**src/rtl/can_fp_pkg.sv**
```systemverilog
package can_fp_pkg;
  localparam int ERR_W      = 6;
  localparam int ERR_SOF    = 0;
  localparam int ERR_ID     = 1;
  localparam int ERR_DLC    = 2;
  localparam int ERR_CRCDLM = 3;
  localparam int ERR_ACKDLM = 4;
  localparam int ERR_EOF    = 5;

  localparam int ID_W   = 11;
  localparam int EID_W  = 18;
  localparam int DLC_W  = 4;
  localparam int CRC_W  = 15;

  localparam int BASE_DLC_END = 18;
  localparam int EXT_DLC_END  = 38;
  localparam int TAIL_LEN     = 25;

  typedef logic [ERR_W-1:0] err_t;
endpackage

```
**src/rtl/can_hdr_decode.sv**
```systemverilog
module can_hdr_decode
  import can_fp_pkg::*;
#(
  parameter int IDX_W = 8
) (
  input  logic                 clk_i,
  input  logic                 rst_ni,
  input  logic                 bit_vld_i,
  input  logic                 bit_i,
  input  logic [IDX_W-1:0]     bit_idx_i,
  output logic [ID_W-1:0]      base_id_o,
  output logic [EID_W-1:0]     ext_id_o,
  output logic                 ide_o,
  output logic                 rtr_o,
  output logic                 srr_o,
  output logic                 rsv0_o,
  output logic                 rsv1_o,
  output logic [DLC_W-1:0]     dlc_o,
  output logic [IDX_W-1:0]     last_idx_o,
  output logic                 sof_ev_o,
  output logic                 id_ev_o,
  output logic                 dlc_ev_o
);
  localparam logic [IDX_W-1:0] P_ID_FIRST = IDX_W'(1);
  localparam logic [IDX_W-1:0] P_ID_LAST  = IDX_W'(ID_W);
  localparam logic [IDX_W-1:0] P_B12      = IDX_W'(12);
  localparam logic [IDX_W-1:0] P_IDE      = IDX_W'(13);
  localparam logic [IDX_W-1:0] P_B_RSV0   = IDX_W'(14);
  localparam logic [IDX_W-1:0] P_B_DLC0   = IDX_W'(BASE_DLC_END - DLC_W + 1);
  localparam logic [IDX_W-1:0] P_B_DLC3   = IDX_W'(BASE_DLC_END);
  localparam logic [IDX_W-1:0] P_E_EID0   = IDX_W'(14);
  localparam logic [IDX_W-1:0] P_E_EID17  = IDX_W'(14 + EID_W - 1);
  localparam logic [IDX_W-1:0] P_E_RTR    = IDX_W'(32);
  localparam logic [IDX_W-1:0] P_E_RSV1   = IDX_W'(33);
  localparam logic [IDX_W-1:0] P_E_RSV0   = IDX_W'(34);
  localparam logic [IDX_W-1:0] P_E_DLC0   = IDX_W'(EXT_DLC_END - DLC_W + 1);
  localparam logic [IDX_W-1:0] P_E_DLC3   = IDX_W'(EXT_DLC_END);
  localparam logic [DLC_W-1:0] DLC_MAX    = DLC_W'(8);

  logic [ID_W-1:0]  id_q;
  logic [EID_W-1:0] eid_q;
  logic             ide_q, b12_q, rtr_x_q, rsv0_q, rsv1_q;
  logic [DLC_W-1:0] dlc_q;
  logic [IDX_W-1:0] last_q;

  logic             sof;
  logic             remote;
  logic [IDX_W-1:0] dlc_end;
  logic [ID_W-1:0]  id_nxt;
  logic [DLC_W-1:0] dlc_nxt;
  logic [IDX_W-1:0] last_nxt;
  logic             in_id, in_eid, in_dlc;

  always_comb begin
    sof      = bit_vld_i && (bit_idx_i == '0);
    remote   = ide_q ? rtr_x_q : b12_q;
    dlc_end  = ide_q ? P_E_DLC3 : P_B_DLC3;
    id_nxt   = {id_q[ID_W-2:0], bit_i};
    dlc_nxt  = {dlc_q[DLC_W-2:0], bit_i};
    last_nxt = remote ? dlc_end : dlc_end + IDX_W'({dlc_nxt, 3'b000});
    in_id    = (bit_idx_i >= P_ID_FIRST) && (bit_idx_i <= P_ID_LAST);
    in_eid   = ide_q && (bit_idx_i >= P_E_EID0) && (bit_idx_i <= P_E_EID17);
    in_dlc   = ide_q ? ((bit_idx_i >= P_E_DLC0) && (bit_idx_i <= P_E_DLC3))
                     : ((bit_idx_i >= P_B_DLC0) && (bit_idx_i <= P_B_DLC3));
  end

  always_ff @(posedge clk_i or negedge rst_ni) begin
    if (!rst_ni) begin
      id_q <= '0; eid_q <= '0; ide_q <= 1'b0; b12_q <= 1'b0;
      rtr_x_q <= 1'b0; rsv0_q <= 1'b0; rsv1_q <= 1'b0;
      dlc_q <= '0; last_q <= '1;
    end else if (sof) begin
      id_q <= '0; eid_q <= '0; ide_q <= 1'b0; b12_q <= 1'b0;
      rtr_x_q <= 1'b0; rsv0_q <= 1'b0; rsv1_q <= 1'b0;
      dlc_q <= '0; last_q <= '1;
    end else if (bit_vld_i) begin
      if (in_id)                  id_q  <= id_nxt;
      if (bit_idx_i == P_B12)     b12_q <= bit_i;
      if (bit_idx_i == P_IDE)     ide_q <= bit_i;
      if (in_eid)                 eid_q <= {eid_q[EID_W-2:0], bit_i};
      if (in_dlc)                 dlc_q <= dlc_nxt;
      if (!ide_q && bit_idx_i == P_B_RSV0) rsv0_q  <= bit_i;
      if (ide_q && bit_idx_i == P_E_RTR)   rtr_x_q <= bit_i;
      if (ide_q && bit_idx_i == P_E_RSV1)  rsv1_q  <= bit_i;
      if (ide_q && bit_idx_i == P_E_RSV0)  rsv0_q  <= bit_i;
      if (bit_idx_i == dlc_end)   last_q <= last_nxt;
    end
  end

  assign sof_ev_o = sof && bit_i;
  assign id_ev_o  = bit_vld_i && (bit_idx_i == P_ID_LAST) && (&id_nxt[ID_W-1:4]);
  assign dlc_ev_o = bit_vld_i && (bit_idx_i == dlc_end) && (dlc_nxt > DLC_MAX);

  assign base_id_o  = id_q;
  assign ext_id_o   = eid_q;
  assign ide_o      = ide_q;
  assign rtr_o      = remote;
  assign srr_o      = ide_q & b12_q;
  assign rsv0_o     = rsv0_q;
  assign rsv1_o     = rsv1_q;
  assign dlc_o      = dlc_q;
  assign last_idx_o = last_q;

  AST_LAST_NOT_BEFORE_DLC: assert property (@(posedge clk_i) disable iff (!rst_ni)
    (bit_vld_i && bit_idx_i < P_B_DLC3) |=> (last_idx_o == '1)) else $error("last idx early");
endmodule

```
**src/rtl/can_data_collect.sv**
```systemverilog
module can_data_collect
  import can_fp_pkg::*;
#(
  parameter int IDX_W = 8,
  parameter int NB    = 8
) (
  input  logic                 clk_i,
  input  logic                 rst_ni,
  input  logic                 bit_vld_i,
  input  logic                 bit_i,
  input  logic [IDX_W-1:0]     bit_idx_i,
  input  logic                 ide_i,
  input  logic                 rtr_i,
  input  logic [DLC_W-1:0]     dlc_i,
  input  logic [IDX_W-1:0]     last_idx_i,
  output logic [NB-1:0][7:0]   data_o,
  output logic [DLC_W-1:0]     byte_cnt_o
);
  localparam int SEL_W = IDX_W - 3;
  localparam logic [IDX_W-1:0] P_B_DATA0 = IDX_W'(BASE_DLC_END + 1);
  localparam logic [IDX_W-1:0] P_E_DATA0 = IDX_W'(EXT_DLC_END + 1);
  localparam logic [DLC_W-1:0] NB_CAP    = DLC_W'(NB);

  logic             sof, hit;
  logic [IDX_W-1:0] start, off;
  logic [SEL_W-1:0] sel;
  logic [2:0]       bpos;

  always_comb begin
    sof   = bit_vld_i && (bit_idx_i == '0);
    start = ide_i ? P_E_DATA0 : P_B_DATA0;
    hit   = bit_vld_i && !rtr_i && (bit_idx_i >= start) && (bit_idx_i <= last_idx_i);
    off   = bit_idx_i - start;
    sel   = off[IDX_W-1:3];
    bpos  = 3'd7 - off[2:0];
  end

  for (genvar g = 0; g < NB; g++) begin : g_byte
    logic [7:0] byte_q;
    always_ff @(posedge clk_i or negedge rst_ni) begin
      if (!rst_ni)                         byte_q <= '0;
      else if (sof)                        byte_q <= '0;
      else if (hit && sel == SEL_W'(g))    byte_q[bpos] <= bit_i;
    end
    assign data_o[g] = byte_q;
  end

  assign byte_cnt_o = rtr_i ? '0 : ((dlc_i > NB_CAP) ? NB_CAP : dlc_i);

  AST_CNT_BOUND: assert property (@(posedge clk_i) disable iff (!rst_ni)
    byte_cnt_o <= NB_CAP) else $error("byte count above cap");
endmodule

```
**src/rtl/can_tail_check.sv**
```systemverilog
module can_tail_check
  import can_fp_pkg::*;
#(
  parameter int IDX_W = 8
) (
  input  logic                 clk_i,
  input  logic                 rst_ni,
  input  logic                 bit_vld_i,
  input  logic                 bit_i,
  input  logic [IDX_W-1:0]     bit_idx_i,
  input  logic [IDX_W-1:0]     last_idx_i,
  output logic [CRC_W-1:0]     crc_o,
  output logic                 ack_o,
  output logic                 done_o,
  output logic                 crc_dlm_ev_o,
  output logic                 ack_dlm_ev_o,
  output logic                 eof_ev_o
);
  localparam logic [IDX_W:0] R_CRC_LAST = (IDX_W+1)'(CRC_W);
  localparam logic [IDX_W:0] R_CRC_DLM  = (IDX_W+1)'(CRC_W + 1);
  localparam logic [IDX_W:0] R_ACK      = (IDX_W+1)'(CRC_W + 2);
  localparam logic [IDX_W:0] R_ACK_DLM  = (IDX_W+1)'(CRC_W + 3);
  localparam logic [IDX_W:0] R_EOF0     = (IDX_W+1)'(CRC_W + 4);
  localparam logic [IDX_W:0] R_END      = (IDX_W+1)'(TAIL_LEN);

  logic             sof, in_tail;
  logic [IDX_W:0]   rel;
  logic [CRC_W-1:0] crc_q;
  logic             ack_q, done_q;

  always_comb begin
    sof     = bit_vld_i && (bit_idx_i == '0);
    in_tail = bit_vld_i && ({1'b0, bit_idx_i} > {1'b0, last_idx_i});
    rel     = {1'b0, bit_idx_i} - {1'b0, last_idx_i};
  end

  always_ff @(posedge clk_i or negedge rst_ni) begin
    if (!rst_ni) begin
      crc_q <= '0; ack_q <= 1'b0; done_q <= 1'b0;
    end else begin
      done_q <= in_tail && (rel == R_END);
      if (sof) begin
        crc_q <= '0;
        ack_q <= 1'b0;
      end else if (in_tail) begin
        if (rel <= R_CRC_LAST) crc_q <= {crc_q[CRC_W-2:0], bit_i};
        if (rel == R_ACK)      ack_q <= !bit_i;
      end
    end
  end

  assign crc_dlm_ev_o = in_tail && (rel == R_CRC_DLM) && !bit_i;
  assign ack_dlm_ev_o = in_tail && (rel == R_ACK_DLM) && !bit_i;
  assign eof_ev_o     = in_tail && (rel >= R_EOF0) && (rel <= R_END) && !bit_i;
  assign crc_o  = crc_q;
  assign ack_o  = ack_q;
  assign done_o = done_q;

  AST_IDLE_CRC_HOLD: assert property (@(posedge clk_i) disable iff (!rst_ni)
    !bit_vld_i |=> $stable(crc_o)) else $error("crc moved without strobe");
  AST_IDLE_ACK_HOLD: assert property (@(posedge clk_i) disable iff (!rst_ni)
    !bit_vld_i |=> $stable(ack_o)) else $error("ack moved without strobe");
endmodule

```
**src/rtl/can_field_parser.sv**
```systemverilog
module can_field_parser
  import can_fp_pkg::*;
#(
  parameter int IDX_W = 8,
  parameter int NB    = 8
) (
  input  logic                 clk_i,
  input  logic                 rst_ni,
  input  logic                 bit_vld_i,
  input  logic                 bit_i,
  input  logic [IDX_W-1:0]     bit_idx_i,
  output logic [ID_W-1:0]      base_id_o,
  output logic [EID_W-1:0]     ext_id_o,
  output logic [ID_W+EID_W-1:0] full_id_o,
  output logic                 ide_o,
  output logic                 rtr_o,
  output logic                 srr_o,
  output logic                 rsv0_o,
  output logic                 rsv1_o,
  output logic [DLC_W-1:0]     dlc_o,
  output logic [NB-1:0][7:0]   data_o,
  output logic [DLC_W-1:0]     byte_cnt_o,
  output logic [CRC_W-1:0]     crc_o,
  output logic                 ack_o,
  output logic [IDX_W-1:0]     last_data_idx_o,
  output logic [ERR_W-1:0]     err_o,
  output logic                 frame_done_o
);
  logic sof_ev, id_ev, dlc_ev, crc_dlm_ev, ack_dlm_ev, eof_ev;
  err_t ev, err_q;
  logic sof;

  can_hdr_decode #(.IDX_W(IDX_W)) u_hdr (
    .clk_i, .rst_ni, .bit_vld_i, .bit_i, .bit_idx_i,
    .base_id_o, .ext_id_o, .ide_o, .rtr_o, .srr_o, .rsv0_o, .rsv1_o, .dlc_o,
    .last_idx_o(last_data_idx_o),
    .sof_ev_o(sof_ev), .id_ev_o(id_ev), .dlc_ev_o(dlc_ev)
  );

  can_data_collect #(.IDX_W(IDX_W), .NB(NB)) u_data (
    .clk_i, .rst_ni, .bit_vld_i, .bit_i, .bit_idx_i,
    .ide_i(ide_o), .rtr_i(rtr_o), .dlc_i(dlc_o), .last_idx_i(last_data_idx_o),
    .data_o, .byte_cnt_o
  );

  can_tail_check #(.IDX_W(IDX_W)) u_tail (
    .clk_i, .rst_ni, .bit_vld_i, .bit_i, .bit_idx_i,
    .last_idx_i(last_data_idx_o),
    .crc_o, .ack_o, .done_o(frame_done_o),
    .crc_dlm_ev_o(crc_dlm_ev), .ack_dlm_ev_o(ack_dlm_ev), .eof_ev_o(eof_ev)
  );

  always_comb begin
    ev = '0;
    ev[ERR_SOF]    = sof_ev;
    ev[ERR_ID]     = id_ev;
    ev[ERR_DLC]    = dlc_ev;
    ev[ERR_CRCDLM] = crc_dlm_ev;
    ev[ERR_ACKDLM] = ack_dlm_ev;
    ev[ERR_EOF]    = eof_ev;
    sof = bit_vld_i && (bit_idx_i == '0);
  end

  always_ff @(posedge clk_i or negedge rst_ni) begin
    if (!rst_ni)        err_q <= '0;
    else if (sof)       err_q <= ev;
    else if (bit_vld_i) err_q <= err_q | ev;
  end

  assign err_o     = err_q;
  assign full_id_o = ide_o ? {base_id_o, ext_id_o} : {{EID_W{1'b0}}, base_id_o};

  AST_DONE_NEEDS_STROBE: assert property (@(posedge clk_i) disable iff (!rst_ni)
    frame_done_o |-> $past(bit_vld_i)) else $error("done without strobe");
  AST_DONE_SINGLE: assert property (@(posedge clk_i) disable iff (!rst_ni)
    frame_done_o |=> !frame_done_o) else $error("done longer than one cycle");
  AST_DLC_FLAG_MATCH: assert property (@(posedge clk_i) disable iff (!rst_ni)
    frame_done_o |-> (err_o[ERR_DLC] == (dlc_o > DLC_W'(8)))) else $error("dlc flag mismatch");
  AST_ERR_FRESH: assert property (@(posedge clk_i) disable iff (!rst_ni)
    (bit_vld_i && bit_idx_i == '0) |=> (err_o[ERR_W-1:1] == '0)) else $error("flags not cleared");
  AST_REMOTE_EMPTY: assert property (@(posedge clk_i) disable iff (!rst_ni)
    (frame_done_o && rtr_o) |-> (byte_cnt_o == '0)) else $error("remote frame with bytes");
endmodule

```
**config.mk**
```make
export PLATFORM = sky130hd
export DESIGN_NAME = can_field_parser
export DESIGN_NICKNAME = d
export VERILOG_FILES = /design/src/rtl/can_fp_pkg.sv /design/src/rtl/can_hdr_decode.sv /design/src/rtl/can_data_collect.sv /design/src/rtl/can_tail_check.sv /design/src/rtl/can_field_parser.sv
export SDC_FILE = /design/constraint.sdc
export NUM_CORES = 1
export LEC_CHECK = 0
export BUFFER_PORTS_ARGS = -buffer_cell sky130_fd_sc_hd__buf_2
export CAP_MARGIN = 5
export CORE_UTILIZATION = 45
export CTS_BUF_LIST = sky130_fd_sc_hd__clkbuf_4 sky130_fd_sc_hd__clkbuf_8 sky130_fd_sc_hd__clkbuf_16
export DETAILED_ROUTE_END_ITERATION = 7
export HOLD_SLACK_MARGIN = 0.12
export PLACE_DENSITY = 0.67
export SLEW_MARGIN = 10
export SYNTH_ARGS = -nofsm -noshare
export SYNTH_HDL_FRONTEND = slang
export SYNTH_SLANG_ARGS = --single-unit
export TNS_END_PERCENT = 20
```
**constraint.sdc**
```tcl
create_clock -name clk_i -period 2.9 [get_ports clk_i]
set_input_delay 0.29 -clock clk_i [delete_from_list [all_inputs] [get_ports clk_i]]
set_output_delay 0.29 -clock clk_i [all_outputs]
set_load 0.1 [all_outputs]
```
==> results.sh <==
export IMPL_vdd_ir_drop_max_mv=0.513
export IMPL_tightest_slew_ns=0.963
export IMPL_syn_to_final_growth_pct=32.4
export IMPL_grt_pass1_vias=7093
export IMPL_synth_edf_count=0
export IMPL_pin_count=178
export IMPL_cp_required_ns=3.18
export IMPL_gr_total_overflow=0
export IMPL_clock_skew_final_ns=0.00699
export IMPL_ys_flop_type="dfrtp_1"
export IMPL_grt_setup_unrepaired="yes"
export IMPL_drtIter0Drc=712
export IMPL_grt_max_degree=78
export IMPL_dp_hpwl_um=15800
export IMPL_grt_pass1_wl_um=37900
export IMPL_synthTopCellsByArea="dfrtp_1 42%, nand4_1 5.8%, o31ai_1 5.7%"
export IMPL_hold_viol=0
export IMPL_end_kind="register"
export IMPL_finalSetupTns_ns=0
export IMPL_tritoncts="built"
export IMPL_cp_slowest_cell="dfrtp_4"
export IMPL_min_period_ns=2.84
export IMPL_path_cells="clkinvlp_4 -> ha_4 -> a311o_1 -> a2111oi_4 -> o22ai_2 -> or3_4 -> buf_6 -> o41ai_2 -> a21oi_1"
export IMPL_power_density_mw_per_mm2=581
export IMPL_period_share_pct=98.1
export IMPL_clockBufferDepth=2
export IMPL_insertion_delay_ns=0.42
export IMPL_initial_utilization_pct=46.7
export IMPL_path_buf_inv=2
export IMPL_diodes=0
export IMPL_wire_per_inst_um=18.8
export IMPL_synth_seq_cells=132
export IMPL_grt_antenna_before_repair=0
export IMPL_die_w_um=131
export IMPL_cp_max_fo=21
export IMPL_syn_nets=856
export IMPL_syn_inst=825
export IMPL_coreArea_mm2=0.0161
export IMPL_critical_path_arrival_ns=3.12
export IMPL_yosysMostFrequentCell="dfrtp_1"
export IMPL_viasPerCell=5.94
export IMPL_place_ws_ns=-0.149
export IMPL_ant_nets=0
export IMPL_synth_top_area_share_pct=41.6
export IMPL_async_flop_share_pct=100
export IMPL_critPathMaxStageDelay_ns=0.50
export IMPL_yosysWarnings=0
export IMPL_power_leakage_nw=4.75
export IMPL_cts_max_level=4
export IMPL_clockRootBuffer="clkbuf_16"
export IMPL_slew_headroom_pct=35.5
export IMPL_final_max_slew_violation_count=0
export IMPL_critPathLaunchType="register"
export IMPL_setup_slack_ns=0.0558
export IMPL_synth_top_area_cell="dfrtp_1"
export IMPL_fin_area_mm2=0.00997
export IMPL_outcome="complete, no violations"
export IMPL_final_nets=1060
export IMPL_finalSetupViolCount=0
export IMPL_vias=7468
export IMPL_maxCapViolations=0
export IMPL_hold_class="input pin to register"
export IMPL_place_area_mm2=0.00913
export IMPL_fmax_mhz=352
export IMPL_ys_types=60
export IMPL_dieArea_mm2=0.0172
export IMPL_drtPass1Iterations=6
export IMPL_clock_sinks=132
export IMPL_final_cells=1258
export IMPL_seq_area_frac_synth_pct=44.0
export IMPL_drive_above_1_share_pct=33.0
export IMPL_clkTransAtPathRegs_ns=0.06
export IMPL_placed_cells_incl_taps=1218
export IMPL_crit_family="compound AO/OA/AOI/OAI gates"
export IMPL_avgSynthCellArea_um2=9.12
export IMPL_finalWirelength_um=23600
export IMPL_grtUsageTotal_pct=27.3
export IMPL_drc=0
export IMPL_synthTopCellsByCount="125 x dfrtp_1, 84 x nand2_1, 77 x nor2_1"
export IMPL_synth_area_mm2=0.00753
export IMPL_die_h_um=131
export IMPL_io_buffers=176
export IMPL_core_rowCount=46
export IMPL_post_route_util_pct=61.8
export IMPL_cts_buffers=17
export IMPL_place_congestion=0.868
export IMPL_critPathKind="register to register"
==> per-layer routing <==
metal	routed length [µm]	track usage [%]	part of all wire (%)
met3	1790	5.25	7.6
met1	10400	38.5	44
met4	359	8.98	1.5
met5	0	0	0
met2	11100	42.1	47
==> flip-flops by register name, summed over array words and instances (netlist names), named ones only <==
name,flops
u_data.g_byte.byte_q,64
u_hdr.ext_id_o,18
u_tail.crc_o,15
u_hdr.base_id_o,11
u_hdr.last_idx_o,7
err_o,5
u_hdr.dlc_o,4
u_hdr.b12_q,1
u_hdr.ide_o,1
u_hdr.rsv0_o,1
u_hdr.rsv1_o,1
u_hdr.rtr_x_q,1
u_tail.ack_o,1
u_tail.done_o,1
==> cell usage in the layout, fill, tap and decap left out, drive strengths merged, types with 42 or more instances in the layout <==
cell type,count
nor2,77
dfrtp,125
a21oi,74
mux2i,42
o31ai,57
nand2,84
nand4,70
buf,254
==> worst reg2reg max path: cells and delay by family, from the launching register on <==
kind                     cells  cell delay [ns]
buffers and inverters        2             0.31
adder cells (fa/ha/maj)      1             0.21
flip-flops                   1             0.50
AND/OR/NAND/NOR              1             0.41
AO/OA/AOI/OAI                5             1.27
==> timing repair <==
| item | 4_1_cts | 5_1_grt |
|---|---|---|
| pin swaps | 0 | 7 |
| gates resized for setup | 3 | 20 |
| hold buffers | 1 | 0 |
| buffers inserted | 0 | 5 |
| hold endpoints to repair | 63 | 0 |
| endpoints found under the setup margin | 37 | 67 |
| gates cloned | 0 | 2 |
==> worst paths after layout <==
kind / start / end / slack, ns / cells past startpoint
min in group asynchronous: rst_ni / async pin / 0.45 / 2
max in group asynchronous: rst_ni / u_hdr.ide_o / 1.69 / 3
hold / removal: bit_vld_i / err_o[2] / 0.32 / 3
hold reg to reg: err_o[4] / err_o[4] / 0.47 / 2
setup / recovery: u_hdr.ide_o / u_data.g_byte[5].byte_q[3] / 0.06 / 9
setup reg to reg: u_hdr.ide_o / u_data.g_byte[5].byte_q[3] / 0.06 / 9
==> stage by stage <==
step | power [W] | hold slack [ns]
after global placement | 0.00347 | 0.357
after detailed placement | 0.00347 | 0.356
after CTS | 0.00576 | 0.314
final | 0.00579 | 0.324
after floorplan | 0.00308 | -0.00559
after global routing | 0.00599 | 0.398
==> power breakdown <==
| group | internal [W] | switching (W) | total (W) |
|---|---|---|---|
| Sequential | 0.00192 | 0.0000558 | 0.00198 |
| Combinational | 0.000355 | 0.00118 | 0.00153 |
| Clock | 0.00141 | 0.000870 | 0.00228 |
| Total | 0.00369 | 0.00210 | 0.00579 |
==> area by class of cell <==
cell class | count | area, µm²
Fill cell | 1390 | 6150
Multi-Input combinational cell | 598 | 4040
Sequential cell | 132 | 3320
Timing Repair Buffer | 259 | 1630
Clock buffer | 19 | 453
Tap cell | 216 | 270
Clock inverter | 13 | 173
Inverter | 21 | 82.6
==> cells by family (layout without fill, tap and decap cells) <==
logic type / count (synthesis) / after routing / synth area share [%]
AO/OA/AOI/OAI: 209 / 209 / 18.8
XOR/XNOR: 12 / 12 / 1.40
adder cells (fa/ha/maj): 19 / 19 / 3.26
buffers and inverters: 95 / 312 / 5.19
flip-flops: 132 / 132 / 44.0
multiplexers: 53 / 53 / 7.23
other: 1 / 1 / 0.0498
AND/OR/NAND/NOR: 304 / 304 / 20.1
No activity file was read; power rests on OpenSTA's default activity.
